$ cat config.mk
export PLATFORM = sky130hd
export DESIGN_NAME = nest_ctrl
export DESIGN_NICKNAME = d
export VERILOG_FILES = /design/src/rtl/nest_pkg.sv /design/src/rtl/nest_lvl_reg.sv /design/src/rtl/nest_mask_gen.sv /design/src/rtl/nest_ctrl.sv
export SDC_FILE = /design/constraint.sdc
export NUM_CORES = 1
export LEC_CHECK = 0
export ABC_AREA = 1
export BUFFER_PORTS_ARGS = -buffer_cell sky130_fd_sc_hd__buf_2
export CAP_MARGIN = 25
export CORE_ASPECT_RATIO = 0.6
export CORE_UTILIZATION = 35
export CTS_CLUSTER_SIZE = 25
export DETAILED_ROUTE_END_ITERATION = 12
export PLACE_DENSITY = 0.63
export SKIP_LAST_GASP = 1
export SYNTH_ARGS = -nofsm -noshare
export SYNTH_HDL_FRONTEND = slang
export SYNTH_SLANG_ARGS = --single-unit
$ cat constraint.sdc
create_clock -name clk -period 2.8 [get_ports clk]
set_input_delay 0.28 -clock clk [delete_from_list [all_inputs] [get_ports clk]]
set_output_delay 0.28 -clock clk [all_outputs]
set_load 0.1 [all_outputs]
$ cat src/rtl/nest_pkg.sv
package nest_pkg;
    typedef enum logic [1:0] {
        NEST_OFF      = 2'd0,
        NEST_GLOBAL   = 2'd1,
        NEST_PER_HOST = 2'd2,
        NEST_RSVD     = 2'd3
    } nest_mode_e;
endpackage

$ cat src/rtl/nest_lvl_reg.sv
// One nesting level register with a LIFO of previously held levels.
module nest_lvl_reg #(
    parameter int NUM_CH = 32,
    parameter int DEPTH  = 4,
    parameter int LW     = $clog2(NUM_CH + 1)
) (
    input  logic          clk,
    input  logic          rst_n,
    input  logic          push_i,
    input  logic          pop_i,
    input  logic [LW-1:0] push_lvl_i,
    input  logic          wr_i,
    input  logic [LW-1:0] wr_lvl_i,
    output logic [LW-1:0] level_o
);
    localparam logic [LW-1:0] IDLE = LW'(NUM_CH);
    localparam int CW = $clog2(DEPTH + 1);

    typedef struct packed {
        logic [LW-1:0]             lvl;
        logic [CW-1:0]             cnt;
        logic [DEPTH-1:0][LW-1:0]  stk;
    } lvl_state_t;

    lvl_state_t st_d, st_q;

    always_comb begin
        st_d = st_q;
        if (wr_i) begin
            // software override wins and forgets history
            st_d.lvl = (wr_lvl_i > IDLE) ? IDLE : wr_lvl_i;
            st_d.cnt = '0;
            for (int i = 0; i < DEPTH; i++) st_d.stk[i] = IDLE;
        end else if (push_i) begin
            st_d.lvl = (push_lvl_i > IDLE) ? IDLE : push_lvl_i;
            for (int i = DEPTH - 1; i > 0; i--) st_d.stk[i] = st_q.stk[i-1];
            st_d.stk[0] = st_q.lvl;
            if (st_q.cnt != CW'(DEPTH)) st_d.cnt = st_q.cnt + 1'b1;
        end else if (pop_i) begin
            if (st_q.cnt == '0) begin
                st_d.lvl = IDLE;
            end else begin
                st_d.lvl = st_q.stk[0];
                st_d.cnt = st_q.cnt - 1'b1;
            end
            for (int i = 0; i < DEPTH - 1; i++) st_d.stk[i] = st_q.stk[i+1];
            st_d.stk[DEPTH-1] = IDLE;
        end
    end

    always_ff @(posedge clk or negedge rst_n) begin
        if (!rst_n) begin
            st_q.lvl <= IDLE;
            st_q.cnt <= '0;
            st_q.stk <= {DEPTH{IDLE}};
        end else begin
            st_q <= st_d;
        end
    end

    assign level_o = st_q.lvl;

    p_level_range_r2: assert property (@(posedge clk) disable iff (!rst_n)
        level_o <= IDLE);
    p_push_loads_r4: assert property (@(posedge clk) disable iff (!rst_n)
        (push_i && !wr_i && push_lvl_i <= IDLE) |=> level_o == $past(push_lvl_i));
    p_wr_override_r8: assert property (@(posedge clk) disable iff (!rst_n)
        (wr_i && wr_lvl_i <= IDLE) |=> level_o == $past(wr_lvl_i));
    p_wr_clamp_r8: assert property (@(posedge clk) disable iff (!rst_n)
        (wr_i && wr_lvl_i > IDLE) |=> level_o == IDLE);
    p_pop_empty_idle_r7: assert property (@(posedge clk) disable iff (!rst_n)
        (pop_i && !push_i && !wr_i && st_q.cnt == '0) |=> level_o == IDLE);
    p_hold_r9: assert property (@(posedge clk) disable iff (!rst_n)
        (!pop_i && !push_i && !wr_i) |=> $stable(level_o));
endmodule

$ cat src/rtl/nest_mask_gen.sv
// Expands a nesting level into a per-channel allow mask.
module nest_mask_gen #(
    parameter int NUM_CH = 32,
    parameter int LW     = $clog2(NUM_CH + 1)
) (
    input  logic              enable_i,
    input  logic [LW-1:0]     level_i,
    output logic [NUM_CH-1:0] mask_o
);
    for (genvar c = 0; c < NUM_CH; c++) begin : g_ch
        localparam logic [LW-1:0] CV = LW'(c);
        assign mask_o[c] = !enable_i || (CV < level_i);
    end
endmodule

$ cat src/rtl/nest_ctrl.sv
module nest_ctrl
    import nest_pkg::*;
#(
    parameter int NUM_HOSTS = 2,
    parameter int NUM_CH    = 32,
    parameter int DEPTH     = 4,
    localparam int LW  = $clog2(NUM_CH + 1),
    localparam int CHW = $clog2(NUM_CH),
    localparam int HW  = (NUM_HOSTS > 1) ? $clog2(NUM_HOSTS) : 1,
    localparam int SW  = $clog2(NUM_HOSTS + 1)
) (
    input  logic                        clk,
    input  logic                        rst_n,
    input  logic [1:0]                  mode_i,
    input  logic                        take_i,
    input  logic [HW-1:0]               take_host_i,
    input  logic [CHW-1:0]              take_chan_i,
    input  logic                        done_i,
    input  logic [HW-1:0]               done_host_i,
    input  logic                        lvl_wr_i,
    input  logic [SW-1:0]               lvl_wr_sel_i,
    input  logic [LW-1:0]               lvl_wr_data_i,
    output logic [LW-1:0]               glb_level_o,
    output logic [NUM_HOSTS*LW-1:0]     host_level_o,
    output logic [NUM_HOSTS*NUM_CH-1:0] allow_mask_o
);
    nest_mode_e    mode;
    logic          is_glb, is_host, nest_en;
    logic [LW-1:0] take_lvl;

    always_comb begin
        mode     = nest_mode_e'(mode_i);
        is_glb   = (mode == NEST_GLOBAL);
        is_host  = (mode == NEST_PER_HOST);
        nest_en  = is_glb || is_host;
        take_lvl = LW'(take_chan_i);
    end

    // shared level
    nest_lvl_reg #(.NUM_CH(NUM_CH), .DEPTH(DEPTH), .LW(LW)) u_glb (
        .clk        (clk),
        .rst_n      (rst_n),
        .push_i     (take_i && is_glb),
        .pop_i      (done_i && is_glb),
        .push_lvl_i (take_lvl),
        .wr_i       (lvl_wr_i && (lvl_wr_sel_i == '0)),
        .wr_lvl_i   (lvl_wr_data_i),
        .level_o    (glb_level_o)
    );

    for (genvar h = 0; h < NUM_HOSTS; h++) begin : g_host
        logic [LW-1:0]     hlvl;
        logic [LW-1:0]     eff_lvl;
        logic [NUM_CH-1:0] hmask;

        nest_lvl_reg #(.NUM_CH(NUM_CH), .DEPTH(DEPTH), .LW(LW)) u_lvl (
            .clk        (clk),
            .rst_n      (rst_n),
            .push_i     (take_i && is_host && (take_host_i == HW'(h))),
            .pop_i      (done_i && is_host && (done_host_i == HW'(h))),
            .push_lvl_i (take_lvl),
            .wr_i       (lvl_wr_i && (lvl_wr_sel_i == SW'(h + 1))),
            .wr_lvl_i   (lvl_wr_data_i),
            .level_o    (hlvl)
        );

        assign eff_lvl = is_glb ? glb_level_o : hlvl;

        nest_mask_gen #(.NUM_CH(NUM_CH), .LW(LW)) u_mask (
            .enable_i (nest_en),
            .level_i  (eff_lvl),
            .mask_o   (hmask)
        );

        assign host_level_o[h*LW +: LW]     = hlvl;
        assign allow_mask_o[h*NUM_CH +: NUM_CH] = hmask;

        p_mask_count_r2: assert property (@(posedge clk) disable iff (!rst_n)
            nest_en |-> ($countones(hmask) == int'(eff_lvl)));
        p_off_all_allowed_r3: assert property (@(posedge clk) disable iff (!rst_n)
            !nest_en |-> (&hmask));
    end

    p_glb_keeps_hosts_r4: assert property (@(posedge clk) disable iff (!rst_n)
        (is_glb && !lvl_wr_i) |=> $stable(host_level_o));
    p_host_keeps_glb_r5: assert property (@(posedge clk) disable iff (!rst_n)
        (is_host && !(lvl_wr_i && lvl_wr_sel_i == '0)) |=> $stable(glb_level_o));
    p_off_levels_frozen_r10: assert property (@(posedge clk) disable iff (!rst_n)
        (!nest_en && !lvl_wr_i) |=> ($stable(glb_level_o) && $stable(host_level_o)));
endmodule

# ---- Yosys cells after proc, flatten, opt, wreduce, memory -nomap -nowiden
# Index checks and enable logic that the tools add are counted.
dict set report op_classes {
  n_mux 22
  reduce_logical 87
  addsub 6
  order_cmp 66
  eq_ne 13
  bitwise_logic 2
}
# cell count
set ops {}
lappend ops {{33-bit two-way mux} 9}
lappend ops {{5-bit by 6-bit less-than comparator with 1-bit output (first input constant)} 32}
lappend ops {{4-bit by 6-bit less-than comparator with 1-bit output (first input constant)} 16}
lappend ops {{1-bit logical OR} 65}
lappend ops {{3-bit by 6-bit less-than comparator with 1-bit output (first input constant)} 8}
lappend ops {{6-bit two-way mux} 7}
lappend ops {{1-bit by 6-bit less-than comparator with 1-bit output (first input constant)} 4}
lappend ops {{2-bit by 6-bit less-than comparator with 1-bit output (first input constant)} 4}
lappend ops {{3-bit two-way mux} 6}
lappend ops {{3-bit != test (second input constant)} 6}
lappend ops {{1-bit logical AND} 11}
lappend ops {{3-bit by 1-bit adder with 3-bit output (second input constant)} 3}
lappend ops {{3-bit zero test} 3}
lappend ops {{3-bit by 1-bit != test with 1-bit output (second input constant)} 3}
lappend ops {{3-bit AND reduction} 3}
lappend ops {{3-bit nonzero test} 3}
lappend ops {{3-bit by 1-bit subtractor with 3-bit output (second input constant)} 3}
lappend ops {{5-bit by 6-bit > comparator with 1-bit output (second input constant)} 1}
lappend ops {{6-bit > comparator (second input constant)} 1}
lappend ops {{2-bit by 1-bit equality test with 1-bit output (second input constant)} 2}
lappend ops {{2-bit equality test (second input constant)} 2}
lappend ops {{2-bit zero test} 1}
lappend ops {{1-bit NOT} 2}
lappend ops {{1-bit zero test} 1}
dict set report word_totals {
  inputBits 22
  ff_bits 99
}

# ---- Depth between registers and ports, before layout
# Gate-level depths: netlist (run 1).
dict set report depth {
  word_depth 6
  ltp_mapped 13
  mapped_depth_nobuf 11
}

# ---- Cells and area by module
# Synthesis (run 1) repeated with hierarchy kept, for this count alone.
dict set report unflattened {
  cells_unflattened 925
  hier_area_um2 6336.1
}
# module area_per_inst_um2 cells_each n_inst
set modules_own_cells {}
lappend modules_own_cells {nest_lvl_reg 1798.0 235 3}
lappend modules_own_cells {nest_mask_gen 344.1 81 2}
lappend modules_own_cells {nest_ctrl 254.0 58 1}

# ---- Worst setup path after synthesis (run 1)
# OpenSTA, ideal clock, no wires.
dict set report synth_timing {
  path_type {input to output}
  start {input port mode_i[1]}
  end {output port allow_mask_o[56]}
  n_path_buf 1
  path_stages 10
  arrival_ps 3410
  path_slack_ps -890
  cell_sequence {inv_1 > ha_1 > buf_6 > nand2_1 > o21ai_2 > inv_1 > nand2_1 > nand2_1 > inv_1 > a21oi_1}
}
dict set report synth_via {
  elab_chain_len 4
  word_cells_on_any_way 7
  cone_classes {order compare: 1; eq/ne: 2; mux: 1; reduce/logical: 3}
}
# item line_no
set synth_rtl {}
lappend synth_rtl {{start, declared} nest_ctrl.sv:14} ;# input logic [1:0] mode_i,
lappend synth_rtl {{2-bit by 1-bit equality test with 1-bit output or 2-bit equality test (tied branches)} {nest_ctrl.sv:33, nest_ctrl.sv:34}}
lappend synth_rtl {{6-bit two-way mux or 1-bit logical OR (tied branches)} {nest_ctrl.sv:67, nest_ctrl.sv:35}}
lappend synth_rtl {{5-bit by 6-bit less-than comparator with 1-bit output or 1-bit zero test (tied branches)} nest_mask_gen.sv:12} ;# assign mask_o[c] = !enable_i || (CV < level_i);
lappend synth_rtl {{1-bit logical OR *} nest_mask_gen.sv:12}
lappend synth_rtl {{end, declared} nest_ctrl.sv:25} ;# output logic [NUM_HOSTS*NUM_CH-1:0] allow_mask_o
# Every way passes the cells marked *; elsewhere a longest branch is shown, timed or not.

# ---- Final worst setup path (run 1)
dict set report layout_timing {
  start {register g_host[1].u_lvl.st_q (netlist bit g_host[1].u_lvl.level_o[5])}
  end {output port allow_mask_o[56]}
}
dict set report layout_via {
  elab_chain_len 3
}
# item line_no
set layout_rtl {}
lappend layout_rtl {{start, declared} nest_lvl_reg.sv:25} ;# lvl_state_t st_d, st_q;
lappend layout_rtl {{start signal, assigned} nest_lvl_reg.sv:57} ;# st_q <= st_d;
lappend layout_rtl {{6-bit two-way mux} nest_ctrl.sv:67} ;# assign eff_lvl = is_glb ? glb_level_o : hlvl;
lappend layout_rtl {{5-bit by 6-bit less-than comparator with 1-bit output} nest_mask_gen.sv:12}
lappend layout_rtl {{1-bit logical OR} nest_mask_gen.sv:12}
# Every way passes these cells.

==> results by group, run 1 <==
Global routing
  • Met1 Track Usage GR: 0.314
  • Total track usage: 0.202
  • Largest net degree at the start of global routing: 48
  • Fraction of met3 tracks used by global routing: 0.0510
  • Most used routing layer: met1
  • Wire length of the first global-routing pass: 27700 um
  • Total congestion overflow: 0
  • Number of global-route vias before repair: 5130
  • Initial antenna violation count: 0
  • Fraction of met2 tracks used by global routing: 0.283

Placement
  • Placement-stage cell area: 7040 um2
  • Buffers added on ports: 103
  • HPWL after detailed placement: 13100 um
  • Worst setup slack after placement: 121 ps
  • Routability cong.: 0.887

Clock tree
  • Clock Root Buffer: clkbuf_16
  • Clock latency at the later pin of the worst-skew pair: 340 ps
  • Maximum clock insertion buffer count: 2
  • Clock transition at the registers of the reported paths: 70 ps
  • Number of clock sinks: 99
  • Max H-tree Level: 3
  • Number of buffers created by CTS: 9
  • Clock tree from TritonCTS: yes

Logic synthesis
  • Seq cells post-synth: 99
  • Largest area contributor in the synthesized netlist: dfrtp_1
  • Synthesized-area fraction occupied by ao, oa, aoi and oai cells: 0.176
  • Share of cell area taken by muxes after synthesis: 0.00503
  • Xor/xnor share of the synthesized area: 0.00565
  • Post-synthesis average cell area: 7.20 um2
  • Post-synthesis cell count: 830
  • Number of distinct library cells after synthesis: 41
  • Asr flop ratio synth: 1.00
  • Post-Syn Nets: 857
  • Post-synthesis adder-cell area fraction: 0.0117
  • Most used flip-flop cell after synthesis: dfrtp_1
  • Top area cells in the synthesized netlist: dfrtp_1 (35%), nand2_1 (14%), o21ai_0 (7.6%)
  • Area of the mapped netlist: 5980 um2
  • Synth Warn #: 0
  • Main combinational cell family by area after synthesis: simple AND/OR/NAND/NOR gates
  • Number of synthesized flops with an enable pin: 0
  • Synthesized-area fraction occupied by and/or/nand/nor cells: 0.264
  • Portion of synthesized cell area occupied by the leading cell type: 0.352
  • Part of the Yosys area used for sequential elements: 0.418

Power and ir drop
  • Max rail drop VDD: 412 uV
  • Final total power: 6960 uW
  • Leakage dissipation: 0.00366 uW
  • Power density cells: 946 nW/um2

Floorplan
  • Die Y: 103 um
  • Number of placed I/O pins: 104
  • Placeable Area: 16400 um2
  • Die Outline Area: 17600 um2
  • Die width: 171 um
  • Initial core utilization: 0.363
  • Rows: 36

Worst setup path
  • Longest individual stage delay on the worst path: 530 ps
  • Critical path start-end classification: reg -> out
  • Chain of cells forming the critical path: inv_1 > o21ai_1 > nor2_1 > nand2_1 > inv_1 > a21oi_2 > buf_2
  • Endpoint type of the worst setup path: output pin
  • Critical path fanouts, max: 3
  • Most common cell type on the critical path: inv_1
  • Arrival @ worst endpoint: 2280 ps
  • Worst Setup Start Kind: flip-flop
  • Slowest stage cell, crit path: dfstp_2
  • Worst EP required: 2520 ps

STA
  • Worst Clk Skew: 8.91 ps
  • Number of hold violations in the final report: 0
  • RSZ-0062 raised after global routing: no
  • Worst hold slack: 251 ps
  • Shortest period the worst path allows: 2560 ps
  • Post-route fraction of the period consumed by the critical path: 0.915
  • Pins over their slew limit: 0
  • Highest clock rate: 390 MHz
  • Actual transition at the worst max-transition pin: 650 ps
  • PnR worst setup slack: 237 ps
  • Number of setup violations in the final report: 0
  • Worst slew margin relative to its limit: 0.566

Detailed routing
  • Count of nets left with antenna violations after detail routing: 0
  • Detailed Routing Iterations Pass 1: 5
  • Total DRC errors in the routed layout: 0
  • Total via count in the routed design: 5755
  • DR iter-0 viols: 418
  • DR WL/cell: 15.2 um
  • Total wire length: 17400 um
  • Via-to-Cell Ratio: 5.02

Flow run
  • MaxCap Viol Count: 0

Cells and area
  • Ratio of cells with drive above 1 in the final layout: 0.226
  • Filler instances: 1651
  • Area delta synth->final: 23.1%
  • Final Net Count: 941
  • Area taken by flip-flops and latches: 2500 um2
  • Final instance area: 7360 um2
  • Antenna diode instance count: 0
  • Multi-input logic area: 2910 um2

Worst hold path
  • Class of the tightest hold or removal check: in -> reg

Outcome
  • Outcome: finished clean
cells by family after synthesis:
| kind of cell | Yosys count |
|---|---|
| AOI/OAI and AO/OA | 181 |
| xor gates and xnor gates | 3 |
| adders and majority gates | 5 |
| buffers and inverters | 159 |
| DFF | 99 |
| muxes | 3 |
| and+or+nand+nor | 380 |
path summary, 6_finish.rpt:
check / startpoint / end / slack, ps / depth (start not counted)
setup / recovery: g_host[1].u_lvl.level_o[5] / allow_mask_o[56] / 240 / 7
hold / removal: lvl_wr_data_i[3] / g_host[0].u_lvl.level_o[3] / 250 / 3
setup reg to reg: g_host[0].u_lvl.st_q[25] / g_host[0].u_lvl.level_o[5] / 1440 / 7
hold reg to reg: g_host[0].u_lvl.st_q[25] / g_host[0].u_lvl.st_q[25] / 480 / 2
max in group asynchronous: rst_n / g_host[0].u_lvl.st_q[23] / 1380 / 4
min in group asynchronous: rst_n / u_glb.st_q[18] / 500 / 2
repair_timing:
item	CTS	global route
setup endpoints to repair	0	10
hold buffers	1	0
hold endpoints to repair	39	0
gates resized for setup	0	3
setup buffers	0	0
worst max-delay path: cells and delay by family (launching register included):
family                 cells  cell delay, ps
buffers and inverters      3             650
flip-flops                 1             530
AO/OA/AOI/OAI              2             430
AND/OR/NAND/NOR            2             330
routing by layer:
metal	vias up	share of wire
li1	2844	-
met4	0	0.0033
met5	-	0
met3	6	0.092
met1	2674	0.51
met2	231	0.40
state kept, by name, summed over array words and instances, names as in the netlist:
| name | cells |
|---|---|
| g_host.u_lvl.level_o | 12 |
| g_host.u_lvl.st_q | 54 |
| u_glb.level_o | 6 |
| u_glb.st_q | 27 |
synthesized netlist by cell type, drive strengths merged, types with 3 or more instances:
library cell,n
a21oi,20
a31oi,5
buf,44
clkbuf,6
dfrtp,84
dfstp,15
ha,4
inv,108
mux2i,3
nand2,232
nand3,45
nand4,5
nor2,92
o211ai,17
o21ai,105
o22ai,16
o31ai,11
o32ai,5
or2,4
cell usage in the layout, fill, tap and decap left out, types with 15 or more instances in the layout:
master / instances
nand2_1: 227
inv_1: 101
dfrtp_1: 84
buf_2: 84
nor2_1: 76
o21ai_0: 75
nand3_1: 43
buf_4: 19
buf_12: 19
o211ai_1: 17
o21ai_1: 16
o22ai_1: 16
a21oi_1: 15
dfstp_2: 15
cell type report:
cell class	count	share of cell area
Clock buffer	10	0.0325
Clock inverter	6	0.00782
Inverter	109	0.0568
Multi-Input combinational cell	572	0.395
Sequential cell	99	0.339
Tap cell	228	0.0388
Timing Repair Buffer	123	0.130
metrics by stage:
step,TNS [ps],std cells,utilization
6_report,0,1147,0.448
5_1_grt,0,1147,0.448
4_1_cts,0,1147,0.447
3_5_place_dp,0,1130,0.428
3_3_place_gp,0,1130,0.428
2_1_floorplan,-4700,830,-
power breakdown:
part           switching, uW  internal, uW  total, uW
logic                   3010           813       3820
clock network            589           647       1240
registers                226          1670       1900
total                   3830          3130       6960
(Power assumes the default switching activity.)
==> inputs of run 2 (changes only) <==
--- a/config.mk
+++ b/config.mk
@@ -12,7 +12,7 @@
 export CORE_UTILIZATION = 35
 export CTS_CLUSTER_SIZE = 25
 export DETAILED_ROUTE_END_ITERATION = 12
-export PLACE_DENSITY = 0.63
+export PLACE_DENSITY = 0.53
 export SKIP_LAST_GASP = 1
 export SYNTH_ARGS = -nofsm -noshare
 export SYNTH_HDL_FRONTEND = slang
==> constraint.sdc (replaced) <==
create_clock -name clk -period 2.8 [get_ports clk]
set_input_delay 0.56 -clock clk [delete_from_list [all_inputs] [get_ports clk]]
set_output_delay 0.56 -clock clk [all_outputs]
set_load 0.1 [all_outputs]
==> run 2 against run 1 <==
  * Register-to-register slack improved by 70 ps
  * Clock power rose by 5%
  * Maximum frequency fell by 7.6%
  * Largest cell class unchanged
==> results by group, run 2 (synthesis results as in run 1) <==
Cells and area
  • Most used cells in the layout excluding fill and tap cells: nand2_1 (217), inv_1 (91), dfrtp_1 (84), o21ai_0 (70), buf_4 (69)
  • Most flops, register: g_host.u_lvl.st_q
  • Antenna diode instance count: 0
  • Filler instances: 1568
  • Area delta synth->final: 42.7%
  • Final Net Count: 983
  • Biggest regs: g_host.u_lvl.st_q x54, u_glb.st_q x27, g_host.u_lvl.level_o x12
  • Utilization after layout: 0.519
  • Number of flip-flops in the largest register: 54
  • Ratio of cells with drive above 1 in the final layout: 0.314
  • Most frequent standard cell in the layout excluding fill and tap cells: nand2_1

STA
  • RSZ-0062 raised after global routing: yes
  • Number of setup violations in the final report: 0
  • Worst Clk Skew: 12.8 ps
  • Highest clock rate: 360 MHz
  • Pins over their slew limit: 0
  • Worst slew margin relative to its limit: 0.640
  • Post-route fraction of the period consumed by the critical path: 0.991
  • Actual transition at the worst max-transition pin: 544 ps
  • Shortest period the worst path allows: 2770 ps
  • Number of hold violations in the final report: 0
  • Setup TNS: 0 ps

Clock tree
  • Number of buffers created by CTS: 9
  • Clock Root Buffer: clkbuf_16
  • Max H-tree Level: 3
  • Maximum clock insertion buffer count: 2
  • Number of clock sinks: 99
  • Clock tree from TritonCTS: yes
  • Clock latency at the later pin of the worst-skew pair: 360 ps
  • Count of hold-fix buffers inserted at cts: 0
  • Clock transition at the registers of the reported paths: 70 ps

Worst setup path
  • Critical path fanouts, max: 11
  • Setup slack of the most critical reg-to-reg path: 1510 ps
  • Startpoint of the lowest-slack register-to-register path: g_host[1].u_lvl.st_q[25]
  • Critical path start-end classification: in -> out
  • Worst EP required: 2240 ps
  • Crit path launch: mode_i[1]
  • Longest individual stage delay on the worst path: 200 ps
  • Arrival @ worst endpoint: 2210 ps
  • Chain of cells forming the critical path: buf_2 > inv_12 > ha_4 > inv_4 > nand2_1 > nand2_1 > inv_1 > buf_4 > nand2_4 > buf_4 > clkinvlp_4 > o21ai_2 > buf_12
  • Endpoint type of the worst setup path: output pin
  • Slowest stage cell, crit path: ha_4
  • Capture instance of the worst register-to-register path: g_host[1].u_lvl.st_q[26]
  • Worst Setup Start Kind: input pin
  • Register-to-Register Path Depth: 7

Floorplan
  • Placeable Area: 16400 um2
  • Die Outline Area: 17600 um2
  • Number of placed I/O pins: 104
  • Die width: 171 um
  • Initial core utilization: 0.363
  • Die Y: 103 um
  • Rows: 36

Global routing
  • Initial antenna violation count: 0
  • Wire length of the first global-routing pass: 30100 um
  • Total congestion overflow: 0
  • Largest net degree at the start of global routing: 47
  • Number of global-route vias before repair: 5359
  • Total track usage: 0.224

Placement
  • HPWL after detailed placement: 14500 um
  • Routability cong.: 0.847
  • Buffers added on ports: 103

Flow run
  • MaxCap Viol Count: 0

Power and ir drop
  • Max rail drop VDD: 391 uV
  • Leakage dissipation: 0.00415 uW
  • Final total power: 7750 uW
  • Power density cells: 909 nW/um2

Detailed routing
  • Via-to-Cell Ratio: 4.90
  • Total wire length: 18800 um
  • DR WL/cell: 15.8 um
  • Total DRC errors in the routed layout: 0
  • Detailed Routing Iterations Pass 1: 5
  • Count of nets left with antenna violations after detail routing: 0
  • Total via count in the routed design: 5829
  • DR iter-0 viols: 490

Outcome
  • Outcome: finished clean

Worst hold path
  • Class of the tightest hold or removal check: in -> async
[run 2: cell count changes in the layout (fill, tap and decap cells not counted), sizes merged]
| cell | previous run | this run |
|---|---|---|
| inv | 109 | 100 |
| clkbuf | 10 | 11 |
| clkinvlp | 3 | 10 |
| bufinv | 0 | 1 |
| clkinv | 3 | 4 |
| buf | 122 | 164 |
| dlygate4sd3 | 1 | 0 |
[run 2: worst max-delay path: cells and delay by family]
family / cells / cell delay [ps]
compound gates: 1 / 140
buf+inv: 8 / 1040
fa+ha+maj: 1 / 200
simple gates: 3 / 260
[run 2: routing by layer]
layer / GRT usage / vias to the layer above / share of wire
li1: - / 2930 / -
met1: 0.360 / 2687 / 0.54
met2: 0.300 / 195 / 0.38
met3: 0.0487 / 17 / 0.065
met4: 0.0402 / 0 / 0.010
met5: 0 / - / 0
[run 2: cell type report]
cell class | instances | area [um2] | area share
Inverter | 109 | 473 | 0.0555
Sequential cell | 99 | 2500 | 0.293
Clock buffer | 10 | 229 | 0.0268
Multi-Input combinational cell | 572 | 3120 | 0.366
Timing Repair Buffer | 165 | 1840 | 0.216
Tap cell | 228 | 285 | 0.0335
Clock inverter | 6 | 81.3 | 0.00954
[run 2: how the worst max path moves through the flow]
| stage | endpoint | slack, ps | cells past startpoint |
|---|---|---|---|
| after floorplan | allow_mask_o[19] | -510 | 8 |
| after global placement | allow_mask_o[9] | -40 | 12 |
| after detailed placement | allow_mask_o[9] | -40 | 12 |
| after CTS | allow_mask_o[20] | -20 | 12 |
| after global routing | allow_mask_o[13] | -60 | 12 |
| final | allow_mask_o[14] | 30 | 13 |
[run 2: stage by stage]
stage	setup WS, ps	cell area, um2	cells	hold WS [ps]
after floorplan	-510	6340	830	264
after CTS	-22.9	8440	1186	119
after detailed placement	-40.6	8110	1170	466
final	25.4	8530	1189	114
after global placement	-42.2	8110	1170	463
after global routing	-62.9	8530	1189	128
[run 2: report_power, final]
group | leakage (uW) | total [uW] | internal [uW] | switching, uW
logic | 0.00272 | 4560 | 1330 | 3230
clock network | 0.000150 | 1300 | 711 | 593
registers | 0.00128 | 1880 | 1670 | 209
[run 2: timing repair]
item                                    4_1_cts  5_1_grt
pin swaps                                     0        1
endpoints found under the hold margin         0        0
buffers inserted                              0        3
resized for setup                             4       32
endpoints found under the setup margin       13       43
